### src/rtl/ostm_pkg.sv
package ostm_pkg;

    localparam int NUM_CH  = 4;
    localparam int IDX_W   = 3;
    localparam int WDOG_CH = NUM_CH - 1;

    typedef enum logic [IDX_W-1:0] {
        SEL_CMP0  = 3'd0,
        SEL_CMP1  = 3'd1,
        SEL_CMP2  = 3'd2,
        SEL_CMP3  = 3'd3,
        SEL_COUNT = 3'd4,
        SEL_FLAGS = 3'd5,
        SEL_ARM   = 3'd6,
        SEL_IEN   = 3'd7
    } reg_sel_e;

    typedef struct packed {
        logic     wr;
        reg_sel_e sel;
    } reg_req_t;

    function automatic reg_req_t make_req(input logic wr, input logic [IDX_W-1:0] idx);
        reg_req_t r;
        r.wr  = wr;
        r.sel = reg_sel_e'(idx);
        return r;
    endfunction

    function automatic logic is_write(input reg_req_t r, input reg_sel_e s);
        return r.wr && (r.sel == s);
    endfunction

endpackage

### src/rtl/ostm_counter.sv
module ostm_counter #(
    parameter int W = 32
) (
    input  logic         clk,
    input  logic         rst,
    input  logic         tick,
    input  logic         ld,
    input  logic [W-1:0] ld_val,
    output logic [W-1:0] cnt_q,
    output logic [W-1:0] cnt_inc,
    output logic         adv
);

    assign cnt_inc = cnt_q + W'(1);
    assign adv     = tick && !ld;

    always_ff @(posedge clk) begin
        if (rst)       cnt_q <= '0;
        else if (ld)   cnt_q <= ld_val;
        else if (tick) cnt_q <= cnt_inc;
    end

    // counter holds when neither tick nor load
    p_hold_r2: assert property (@(posedge clk) disable iff (rst)
        (!tick && !ld) |=> (cnt_q == $past(cnt_q)));

    // counter steps by one on a tick
    p_step_r2: assert property (@(posedge clk) disable iff (rst)
        (tick && !ld) |=> (cnt_q == $past(cnt_q) + W'(1)));

    // load wins over tick
    p_load_r3: assert property (@(posedge clk) disable iff (rst)
        ld |=> (cnt_q == $past(ld_val)));

endmodule

### src/rtl/ostm_channel.sv
module ostm_channel #(
    parameter int W = 32
) (
    input  logic         clk,
    input  logic         rst,
    input  logic         adv,
    input  logic [W-1:0] cnt_inc,
    input  logic         cmp_we,
    input  logic [W-1:0] wdata,
    input  logic         ien,
    input  logic         ack,
    output logic [W-1:0] cmp_q,
    output logic         hit,
    output logic         flag_q
);

    logic set_flag;

    assign hit      = adv && (cnt_inc == cmp_q);
    assign set_flag = hit && ien;

    always_ff @(posedge clk) begin
        if (rst)         cmp_q <= '0;
        else if (cmp_we) cmp_q <= wdata;
    end

    always_ff @(posedge clk) begin
        if (rst)           flag_q <= 1'b0;
        else if (set_flag) flag_q <= 1'b1;
        else if (ack)      flag_q <= 1'b0;
    end

    // enabled match raises the flag at the next edge
    p_set_r4: assert property (@(posedge clk) disable iff (rst)
        (hit && ien) |=> flag_q);

    // a disabled channel never raises a clear flag
    p_quiet_r5: assert property (@(posedge clk) disable iff (rst)
        (!ien && !flag_q) |=> !flag_q);

    // acknowledge clears unless a match competes
    p_ack_r6: assert property (@(posedge clk) disable iff (rst)
        (ack && !(hit && ien)) |=> !flag_q);

endmodule

### src/rtl/ostm_watchdog.sv
module ostm_watchdog #(
    parameter int W = 32
) (
    input  logic         clk,
    input  logic         rst,
    input  logic         arm_we,
    input  logic [W-1:0] wdata,
    input  logic         ch_hit,
    output logic [W-1:0] arm_q,
    output logic         req_q
);

    logic fire;

    assign fire = ch_hit && arm_q[0];

    always_ff @(posedge clk) begin
        if (rst)         arm_q <= '0;
        else if (fire)   arm_q <= '0;
        else if (arm_we) arm_q <= wdata;
    end

    always_ff @(posedge clk) begin
        if (rst) req_q <= 1'b0;
        else     req_q <= fire;
    end

    // the request is a single-cycle pulse
    p_pulse_r8: assert property (@(posedge clk) disable iff (rst)
        req_q |=> !req_q);

    // a request always leaves the block disarmed
    p_disarm_r8: assert property (@(posedge clk) disable iff (rst)
        req_q |-> (arm_q == '0));

    // an armed channel-3 hit yields a request
    p_fire_r8: assert property (@(posedge clk) disable iff (rst)
        (ch_hit && arm_q[0]) |=> req_q);

endmodule

### src/rtl/os_match_timer.sv
module os_match_timer
    import ostm_pkg::*;
#(
    parameter int DATA_W = 32,
    parameter int IEN_W  = 12
) (
    input  logic                     clk,
    input  logic                     rst,
    input  logic                     tick,
    input  logic                     reg_wr,
    input  logic [ostm_pkg::IDX_W-1:0] reg_idx,
    input  logic [DATA_W-1:0]        reg_wdata,
    output logic [DATA_W-1:0]        reg_rdata,
    output logic [ostm_pkg::NUM_CH-1:0] irq,
    output logic                     rst_req
);

    reg_req_t           req;
    logic [DATA_W-1:0]  cnt_q;
    logic [DATA_W-1:0]  cnt_inc;
    logic               adv;
    logic [DATA_W-1:0]  cmp_q [NUM_CH];
    logic [NUM_CH-1:0]  hit;
    logic [NUM_CH-1:0]  flags;
    logic [IEN_W-1:0]   ien_q;
    logic [DATA_W-1:0]  arm_q;
    logic               ack_wr;

    assign req    = make_req(reg_wr, reg_idx);
    assign ack_wr = is_write(req, SEL_FLAGS);

    ostm_counter #(.W(DATA_W)) u_cnt (
        .clk     (clk),
        .rst     (rst),
        .tick    (tick),
        .ld      (is_write(req, SEL_COUNT)),
        .ld_val  (reg_wdata),
        .cnt_q   (cnt_q),
        .cnt_inc (cnt_inc),
        .adv     (adv)
    );

    for (genvar c = 0; c < NUM_CH; c++) begin : g_ch
        ostm_channel #(.W(DATA_W)) u_ch (
            .clk     (clk),
            .rst     (rst),
            .adv     (adv),
            .cnt_inc (cnt_inc),
            .cmp_we  (req.wr && (req.sel == reg_sel_e'(c))),
            .wdata   (reg_wdata),
            .ien     (ien_q[c]),
            .ack     (ack_wr && reg_wdata[c]),
            .cmp_q   (cmp_q[c]),
            .hit     (hit[c]),
            .flag_q  (flags[c])
        );
    end

    ostm_watchdog #(.W(DATA_W)) u_wdog (
        .clk    (clk),
        .rst    (rst),
        .arm_we (is_write(req, SEL_ARM)),
        .wdata  (reg_wdata),
        .ch_hit (hit[WDOG_CH]),
        .arm_q  (arm_q),
        .req_q  (rst_req)
    );

    always_ff @(posedge clk) begin
        if (rst)                        ien_q <= '0;
        else if (is_write(req, SEL_IEN)) ien_q <= reg_wdata[IEN_W-1:0];
    end

    assign irq = flags;

    always_comb begin
        reg_rdata = '0;
        case (req.sel)
            SEL_CMP0:  reg_rdata = cmp_q[0];
            SEL_CMP1:  reg_rdata = cmp_q[1];
            SEL_CMP2:  reg_rdata = cmp_q[2];
            SEL_CMP3:  reg_rdata = cmp_q[3];
            SEL_COUNT: reg_rdata = cnt_q;
            SEL_FLAGS: reg_rdata = DATA_W'(flags);
            SEL_ARM:   reg_rdata = arm_q;
            SEL_IEN:   reg_rdata = DATA_W'(ien_q);
            default:   reg_rdata = '0;
        endcase
    end

    // the enable register keeps its low bits from a write
    p_ien_r7: assert property (@(posedge clk) disable iff (rst)
        is_write(req, SEL_IEN) |=> (ien_q == $past(reg_wdata[IEN_W-1:0])));

endmodule

### config.mk
export PLATFORM = sky130hd
export DESIGN_NAME = os_match_timer
export DESIGN_NICKNAME = d
export VERILOG_FILES = /design/src/rtl/ostm_pkg.sv /design/src/rtl/ostm_counter.sv /design/src/rtl/ostm_channel.sv /design/src/rtl/ostm_watchdog.sv /design/src/rtl/os_match_timer.sv
export SDC_FILE = /design/constraint.sdc
export NUM_CORES = 1
export LEC_CHECK = 0
export BUFFER_PORTS_ARGS = -buffer_cell sky130_fd_sc_hd__buf_2
export CAP_MARGIN = 20
export CORE_UTILIZATION = 40
export CTS_CLUSTER_SIZE = 10
export DETAILED_ROUTE_END_ITERATION = 12
export HOLD_SLACK_MARGIN = 0.15
export PLACE_DENSITY = 0.62
export SLEW_MARGIN = 40
export SYNTH_ARGS = -nofsm -noshare
export SYNTH_HDL_FRONTEND = slang
export SYNTH_SLANG_ARGS = --single-unit
### constraint.sdc
create_clock -name clk -period 8.25 [get_ports clk]
set_input_delay 0.4125 -clock clk [delete_from_list [all_inputs] [get_ports clk]]
set_output_delay 0.4125 -clock clk [all_outputs]
set_load 0.05 [all_outputs]
## Word level (Yosys, flattened, before mapping)

Cells that the tools add are included.

| word-level totals | value |
|---|---|
| register bits | 209 |
| bits of input ports | 39 |
| output and inout port bits | 37 |

| cells by class | value |
|---|---|
| $add $sub $neg | 1 |
| equality and inequality tests | 11 |
| muxes and demuxes | 11 |
| reduce and logical (&&, ||, !) cells | 30 |

Operators with widths:

| cell | number |
|---|---|
| $pmux 32 s8 | 1 |
| $eq 32x32->1 | 4 |
| $mux 32 | 2 |
| $add 32x1->32 const B | 1 |
| $logic_and 1x1->1 | 22 |
| $eq 3x3->1 const B | 4 |
| $reduce_bool 2->1 | 5 |
| $mux 1 | 8 |
| $eq 3x2->1 const B | 2 |
| $eq 3x1->1 const B | 1 |
| $logic_not 3->1 | 1 |
| $reduce_or 2->1 | 1 |
| $logic_not 1->1 | 1 |

## Depth between registers and ports, before layout

Gate-level depths: netlist of run 1.

| logic depth | value |
|---|---|
| depth in word-level cells | 7 |
| depth in mapped cells | 12 |

## By module

From an unflattened synthesis of run 1, not the netlist that was laid out.

| second synthesis, totals | value |
|---|---|
| cell total of the unflattened synthesis | 1376 |
| area total of the unflattened synthesis | 11992.8 um2 |

By module, submodules not included:

| module | times used | cells an instance | area each (um2) |
|---|---|---|---|
| ostm_channel | 4 | 153 | 1507.7 |
| ostm_counter | 1 | 321 | 2478.6 |
| os_match_timer | 1 | 336 | 2272.2 |
| ostm_watchdog | 1 | 107 | 1211.2 |

## Least setup slack after synthesis of run 1

No wires, ideal clock.

| path | value |
|---|---|
| path kind | flip-flop to flip-flop |
| from | register u_cnt.cnt_q[0] |
| to | register u_wdog.arm_q[0] |
| arrival | 3.007 ns |
| slack | 5.112 ns |
| stages on the path, launching flop included | 12 |
| buffers on the path | 3 |
| clock period less this slack | 3.138 ns |
| path through | dfxtp_1 > buf_2 > nand4_2 > or4_1 > buf_2 > nor3_4 > xnor2_1 > o2bb2ai_1 > or4_4 > nor4_4 > buf_4 > nor3_1 |

| between the ends | value |
|---|---|
| cells in the longest elaborated chain, start to end | 5 |

Ends and longest elaborated chain:

| item | line | RTL |
|---|---|---|
| start: declaration | ostm_counter.sv:9 | `output logic [W-1:0] cnt_q,` |
| start signal: assignment | ostm_counter.sv:19 | `else if (ld) cnt_q <= ld_val;` |
| start signal: assignment | ostm_counter.sv:20 | `else if (tick) cnt_q <= cnt_inc;` |
| $add 32x1->32 | ostm_counter.sv:14 | `assign cnt_inc = cnt_q + W'(1);` |
| $eq 32x32->1 | ostm_channel.sv:19 | `assign hit = adv && (cnt_inc == cmp_q);` |
| $logic_and 1x1->1 | ostm_channel.sv:19 |  |
| $logic_and 1x1->1 | ostm_watchdog.sv:15 | `assign fire = ch_hit && arm_q[0];` |
| $reduce_or 2->1 (no source line) | -- |  |
| end signal: assignment | ostm_watchdog.sv:20 | `else if (arm_we) arm_q <= wdata;` |
| end: declaration | ostm_watchdog.sv:9 | `output logic [W-1:0] arm_q,` |

No other way between the ends.
A chain may end at the register's enable or synchronous reset.

## Final worst setup path of run 1

| path | value |
|---|---|
| from | register u_cnt.cnt_q[0] |
| to | register u_wdog.arm_q[17] |

Same word-level chain as after synthesis.

==> key figures, run 1 <==
Synthesis
  • Count leader, synth: nand2_1
  • Top FF cell, synth: dfxtp_1
  • Synth Instances: 1765
  • Cell taking the most area after synthesis: dfxtp_1
  • Avg Inst Size Synth: 7.49 µm²
  • EDFF count, synth: 0
  • Post-synthesis register bit count: 209
  • Ys async rst share: 0%
  • Sequential share of the synthesized area: 31.7%
  • Synth Cell Area: approximately 13000 µm²
  • Mapped Nets: 1805
  • Synth warn: 0
  • Most instantiated cells after synthesis: nand2_1 (359), a21oi_1 (225), dfxtp_1 (209), nor2_1 (137), clkbuf_1 (104)
  • Top cells by area, synth: dfxtp_1 (32%), nand2_1 (10%), a21oi_1 (8.5%)
  • Yosys top cell area share: 31.7%
  • Number of distinct library cells after synthesis: 85

Detailed routing
  • Vias/cell: 6.18
  • DR WL/cell: 27.2 µm
  • Via count: about 14000
  • Routed Antenna Nets: 0
  • Iter 0 DRT Violations: 1546
  • Router iterations before antenna repair: 7
  • DRT Wirelength: 59900 µm
  • DRC: 0

Pwr
  • Clock share of power: 42.3%
  • Switching pwr: 0.000729 W
  • Power share of the combinational group: 14.1%
  • Peak VDD IR: between 0.15 and 0.2 mV
  • Static Leak: 5.26 nW
  • Sw Share: 29.4%
  • Pwr dens: ~170 nW/µm²
  • Total internal power: 0.00175 W
  • Flop pwr share: approximately 44%
  • Total Power: roughly 0.0025 W

Floorplanning
  • Core ar.: ~33000 µm²
  • Num rows: 66
  • Die ar.: about 34000 µm²
  • Die Wd: 184 µm
  • Starting Density: 40.6%
  • I/O Pins: between 70 and 80
  • Vert. Die Dim: 184 µm

Critical path
  • Data required, critical path: 8640 ps
  • CP Cell Sequence: ha_1, nand3_2, nor4_4, and2_0, o21ai_0, a2111oi_0, nand4_1, nor4_4, buf_4, buf_4, nor3_1
  • Crit path launch type: flip-flop
  • CP endpoint kind: flip-flop
  • RR Endpoint: u_wdog.arm_q[17]
  • Arr. time, crit path: 5440 ps
  • R2r setup slk: about 3200 ps
  • Crit path kind: flip-flop to flip-flop
  • Crit path largest cell delay: 720 ps
  • Crit path max-delay cell type: a2111oi_0
  • Worst R2R Start: u_cnt.cnt_q[0]
  • FF-to-FF path depth: 11
  • Worst Path Max Fanout: 19

Min path
  • Worst Hold Depth: 3
  • Hold Startpoint: reg_wdata[31]
  • HP Class: input port to flip-flop
  • WHS Endpoint: g_ch[1].u_ch.cmp_q[31]

Final layout
  • Nets@finish: 1794
  • Post-Layout Cell Count: 2204
  • ANT cells: 0
  • Layout area overhead: 10.6%
  • Layout cells sized above 1: a little over a tenth

GRT
  • GRT overflow: 0
  • Vias in the first global route: 12440
  • Antenna violations before repair: 2
  • First-pass GRT wire length: 87700 µm
  • Largest net degree at the start of global routing: 75
  • Total track usage: 35.6%

Clock tree
  • TritonCTS clock tree: done
  • Root buffer cell: clkbuf_16
  • H-tree levels: 1
  • Max Root-Sink Buffers: 3
  • Worst-Skew Late Latency: 550 ps
  • Clock-pin slew on the worst setup and hold paths: 60 ps
  • Cts bufs inserted: 26
  • Clk sinks: between 200 and 250

Placed design
  • HPWL reported at the end of detailed placement: 44700 µm
  • Place WS: 3410 ps
  • Placed cell count: 2164
  • GP Congestion: about 1
  • IO Port Bufs: 75

STA
  • F_max: 198 MHz
  • PnR worst setup slack: 3200 ps
  • Final hold vios: 0
  • Setup tns final: 0 ps
  • Final setup fails: 0
  • RSZ-0062 raised after global routing: no
  • Period utilization: roughly three fifths
  • Max-slew violations: 0
  • Final setup skew: 17.8 ps
  • Min Tclk post-route: roughly 5000 ps
  • Worst slew margin: 39.1%
  • Slew @ Worst Pin: 914 ps

Status
  • Outcome: finished clean

Run
  • Max Cap Viol: 0
[routing by layer]
layer | vias to the layer above | GRT usage, % | share of wire (%)
li1 | 6177 | - | -
met2 | 654 | 56.1 | 45
met1 | 6689 | 50.3 | 44
met5 | - | 0 | 0.018
met3 | 90 | 4.99 | 7.9
met4 | 2 | 10.0 | 2.9
[cell type report]
class	count	area, µm²
Timing Repair Buffer	111	667
Clock buffer	34	732
Clock inverter	2	16.3
Fill cell	3325	17900
Inverter	21	78.8
Sequential cell	209	4180
Multi-Input combinational cell	1385	8380
Tap cell	442	553
[through the flow]
step	util [%]	instance area, µm²	hold WS, ps
after detailed placement	42.5	13800	446
final	44.9	14600	159
after floorplan	-	13200	433
after global placement	42.3	13800	442
after CTS	44.9	14600	150
after global routing	44.9	14600	160
[state kept, by name (all words and copies together) (netlist names)]
signal and flops:
g_ch.u_ch.cmp_q 128, u_cnt.cnt_q 32, u_wdog.arm_q 32, ien_q 12
g_ch.u_ch.flag_q 4, u_wdog.req_q 1
[critical path, delay by kind of cell (launching register included)]
family,cells,cell delay [ps]
AOI/OAI and AO/OA,2,920
adders and majority gates,1,440
buffers and inverters,2,550
DFF,1,640
and+or+nand+nor,6,2300
[placed cells by master, fill, tap and decap left out, types with 5 or more instances in the layout]
master       n
nand3_1     43
mux2i_1     77
nand3b_1    11
nor2_1     132
mux2_2       7
nor3b_1      5
a221oi_1    13
dfxtp_1    209
a2111oi_0    7
inv_1       21
and4_1      11
a211oi_1    47
and2_1       6
clkbuf_16   27
nor4_1      11
nor2b_1      7
o31ai_1      6
o221ai_1     5
nand2b_1    14
buf_2       72
and3_1      14
mux4_2       5
or4_1       12
o2111ai_1   10
xor2_1      65
xnor2_1     74
nand2_1    358
nor3_1      48
nand4_1     26
buf_4       34
or3_1        7
a21oi_1    225
o21ai_0     33
o22ai_1     11
[worst max path at each step]
stage                    from          endpoint  slack, ps  cells past startpoint
6_report       u_cnt.cnt_q[0]  u_wdog.arm_q[17]       3200                     11
5_1_grt        u_cnt.cnt_q[0]  u_wdog.arm_q[14]       3010                     11
4_1_cts        u_cnt.cnt_q[0]   u_wdog.arm_q[6]       3390                     11
3_5_place_dp   u_cnt.cnt_q[5]  u_wdog.arm_q[13]       3410                     10
3_3_place_gp   u_cnt.cnt_q[5]   u_wdog.arm_q[6]       3000                      9
2_1_floorplan  u_cnt.cnt_q[0]   u_wdog.arm_q[0]       5110                     11
[power groups by stage]
stage | Clock (W) | Combinational [W] | Sequential (W)
5_1_grt | 0.00110 | 0.000369 | 0.00108
6_report | 0.00105 | 0.000351 | 0.00108
2_1_floorplan | 0 | 0.000232 | 0.00107
4_1_cts | 0.00107 | 0.000343 | 0.00108
3_5_place_dp | 0 | 0.000341 | 0.00110
3_3_place_gp | 0 | 0.000341 | 0.00110
[repair_timing]
item                                   4_1_cts  5_1_grt
endpoints found under the hold margin        6        0
hold buffers                                 4        0
setup buffers                                0        0
resized for setup                            0        0
setup endpoints to repair                    0        0
[logic make-up (layout without fill, tap and decap cells)]
group	after synthesis	count (layout)	share of synthesized area, %
AO/OA/AOI/OAI	408	408	18.9
AND/OR/NAND/NOR	743	743	26.5
XOR/XNOR	144	144	10.1
adder cells (fa/ha/maj)	1	1	0.0946
multiplexers	89	89	7.28
buffers and inverters	171	168	5.52
flip-flops	209	209	31.7
Power figures use the tool's default switching activity.
==> run 2, diff against run 1 <==
clock period = 4.8 ns   (was 8.25 ns; I/O delays follow)
==> run 2 against run 1 <==
Against the previous run: sequential share of layout area decreased by 0.84 points; wire length up 0.54%; utilization is 1.4 points higher; first-iteration DRC count fell by 2.1%; sequential power grew 71%; count of clock-buffer cells in the layout is 1 higher; clock skew fell by 1.4 ps; via count increased by 1.4%; non-clock buffer count rose by 44; die area did not move; clock power grew 78%; highest routed layer is now met4.
==> key figures, run 2 (synthesis results as in run 1) <==
Clock tree
  • Max Root-Sink Buffers: 3 (unchanged)
  • Root buffer cell: clkbuf_16
  • Setup Fix Bufs, Post-CTS: 0 (unchanged)
  • Worst-Skew Late Latency: 560 ps (about the same)
  • TritonCTS clock tree: done
  • H-tree levels: 1 (unchanged)
  • Cts bufs inserted: 26 (unchanged)
  • Clock-pin slew on the worst setup and hold paths: 60 ps (about the same)
  • Clk sinks: 209 (unchanged)

STA
  • Slew @ Worst Pin: 875 ps (-39.1 ps)
  • PnR worst setup slack: 534 ps (-2670 ps)
  • Period utilization: 88.9% (+28 points)
  • Max-slew violations: 0 (unchanged)
  • Worst slew margin: 41.2% (+2.1 points)
  • Final setup fails: 0 (unchanged)
  • Final setup skew: 16.4 ps (-1.43 ps)
  • Final hold vios: 0 (unchanged)
  • Min Tclk post-route: 4270 ps (-782 ps)
  • RSZ-0062 raised after global routing: no
  • F_max: 234 MHz (+18%)
  • Worst hold slack: 315 ps (+156 ps)
  • Setup tns final: 0 ps (unchanged)

Floorplanning
  • Die Wd: 184 µm (unchanged)
  • Starting Density: 40.6% (unchanged)
  • Vert. Die Dim: 184 µm (unchanged)
  • Core ar.: 32500 µm² (unchanged)
  • Die ar.: 33800 µm² (unchanged)
  • I/O Pins: 76 (unchanged)
  • Num rows: 66 (unchanged)

GRT
  • Largest net degree at the start of global routing: 69 (-8.0%)
  • Met2 usage: 56.0% (about the same)
  • Antenna violations before repair: 1 (-1)
  • M3 GR Usage: 4.26% (-0.73 points)
  • Total track usage: 35.3% (-0.24 points)
  • Most crowded layer after global routing: met2
  • Met1 GRT Util: 49.1% (-1.2 points)
  • First-pass GRT wire length: 87300 µm (-0.36%)
  • GRT overflow: 0 (unchanged)
  • Vias in the first global route: 12761 (+2.6%)

Final layout
  • Most flop-heavy register: g_ch.u_ch.cmp_q
  • ANT cells: 0 (unchanged)
  • Most frequent cells in the layout: nand2_1 (358), a21oi_1 (225), dfxtp_1 (209)
  • # fillers: 3363 (+1.1%)
  • Most common cell after layout, fill and taps aside: nand2_1
  • Nets@finish: 1838 (+2.5%)
  • Layout area overhead: 13.9%
  • Register area: 4180 µm² (unchanged)
  • Top Registers: g_ch.u_ch.cmp_q (128), u_cnt.cnt_q (32), u_wdog.arm_q (32)
  • Multi-input logic area: 8360 µm² (-0.27%)
  • Max reg flops: 128 (unchanged)
  • Layout cells sized above 1: 11.0% (+0.29 points)

Detailed routing
  • Routed Antenna Nets: 0 (unchanged)
  • DRC: 0 (unchanged)
  • DRT Wirelength: 60200 µm (+0.54%)
  • Via count: 13796 (+1.4%)
  • Router iterations before antenna repair: 8 (+1)
  • Iter 0 DRT Violations: 1513 (-2.1%)
  • DR WL/cell: 26.8 µm (-1.5%)
  • Vias/cell: 6.13 (-0.68%)

Critical path
  • R2r setup slk: 530 ps (-2670 ps)
  • Arr. time, crit path: 4660 ps (-780 ps)
  • Data required, critical path: 5190 ps (-3450 ps)
  • Crit path launch type: flip-flop
  • Crit path kind: flip-flop to flip-flop
  • Worst Path Max Fanout: 33 (+14)
  • CP endpoint kind: flip-flop

Placed design
  • Place WS: 606 ps (-2800 ps)
  • GP Congestion: 1.08 (+5.4%)
  • IO Port Bufs: 75 (unchanged)
  • HPWL reported at the end of detailed placement: 45200 µm (+1.0%)

Run
  • Max Cap Viol: 0 (unchanged)

Pwr
  • Peak VDD IR: 0.310 mV (+100%)
  • Static Leak: 5.48 nW (+4.2%)
  • Pwr dens: 289 nW/µm² (+70%)

Status
  • Outcome: finished clean

Min path
  • HP Class: input port to flip-flop
-- run 2: cell count changes in the layout (fill, tap and decap cells not counted), sizes merged --
cell / change
buf: +15
clkbuf: +1
dlygate4sd3: +29
bufinv: +1
clkinvlp: -1
-- run 2: critical path, cell delays in order (launching register included) --
cell and delay (ps):
dfxtp_1 640, nand4_1 440, or4_1 870, nor3_1 620, nor2_1 170, a2bb2oi_1 340, o2111ai_1 260, nor4_4 350
buf_12 270, nor3_1 90
-- run 2: per-stage QoR --
step                      power (W)  cell area (µm²)  cells  utilization (%)
after global routing        0.00446            15100   2249             46.3
after detailed placement    0.00248            13900   2179             42.9
after floorplan             0.00224            13200   1765                -
after CTS                   0.00435            15100   2249             46.3
final                       0.00435            15100   2249             46.3
after global placement      0.00248            13900   2178             42.8
-- run 2: cell type report --
cell class                      count  area share, %
Multi-Input combinational cell   1385           55.5
Timing Repair Buffer              155           7.34
Clock inverter                      2          0.258
Sequential cell                   209           27.8
Clock buffer                       35           4.89
Tap cell                          442           3.67
Inverter                           21          0.524
-- run 2: worst paths after layout --
| path | startpoint | to | depth (start not counted) |
|---|---|---|---|
| worst min-delay path | reg_wr | ien_q[1] | 5 |
| worst max register to register | u_cnt.cnt_q[13] | u_wdog.arm_q[17] | 9 |
| worst max-delay path | u_cnt.cnt_q[13] | u_wdog.arm_q[17] | 9 |
| worst min register to register | ien_q[11] | ien_q[11] | 2 |
-- run 2: report_power, final --
| group | total (W) | leakage [nW] | switching, W | internal (W) |
|---|---|---|---|---|
| Clock | 0.00187 | 0.378 | 0.000764 | 0.00110 |
| Sequential | 0.00185 | 1.69 | 0.0000738 | 0.00178 |
| Combinational | 0.000632 | 3.41 | 0.000423 | 0.000209 |
| Total | 0.00435 | 5.48 | 0.00126 | 0.00309 |
-- run 2: what timing repair did --
action,in CTS,in global routing
resized for setup,0,0
endpoints found under the hold margin,204,0
hold buffers,33,0
-- run 2: per-layer routing --
layer	up-vias	wire length, µm	share of wire, %
met1	6719	25900	43
met5	-	0	0
met4	0	2260	3.8
met3	116	4860	8.1
li1	6262	-	-
met2	699	27200	45
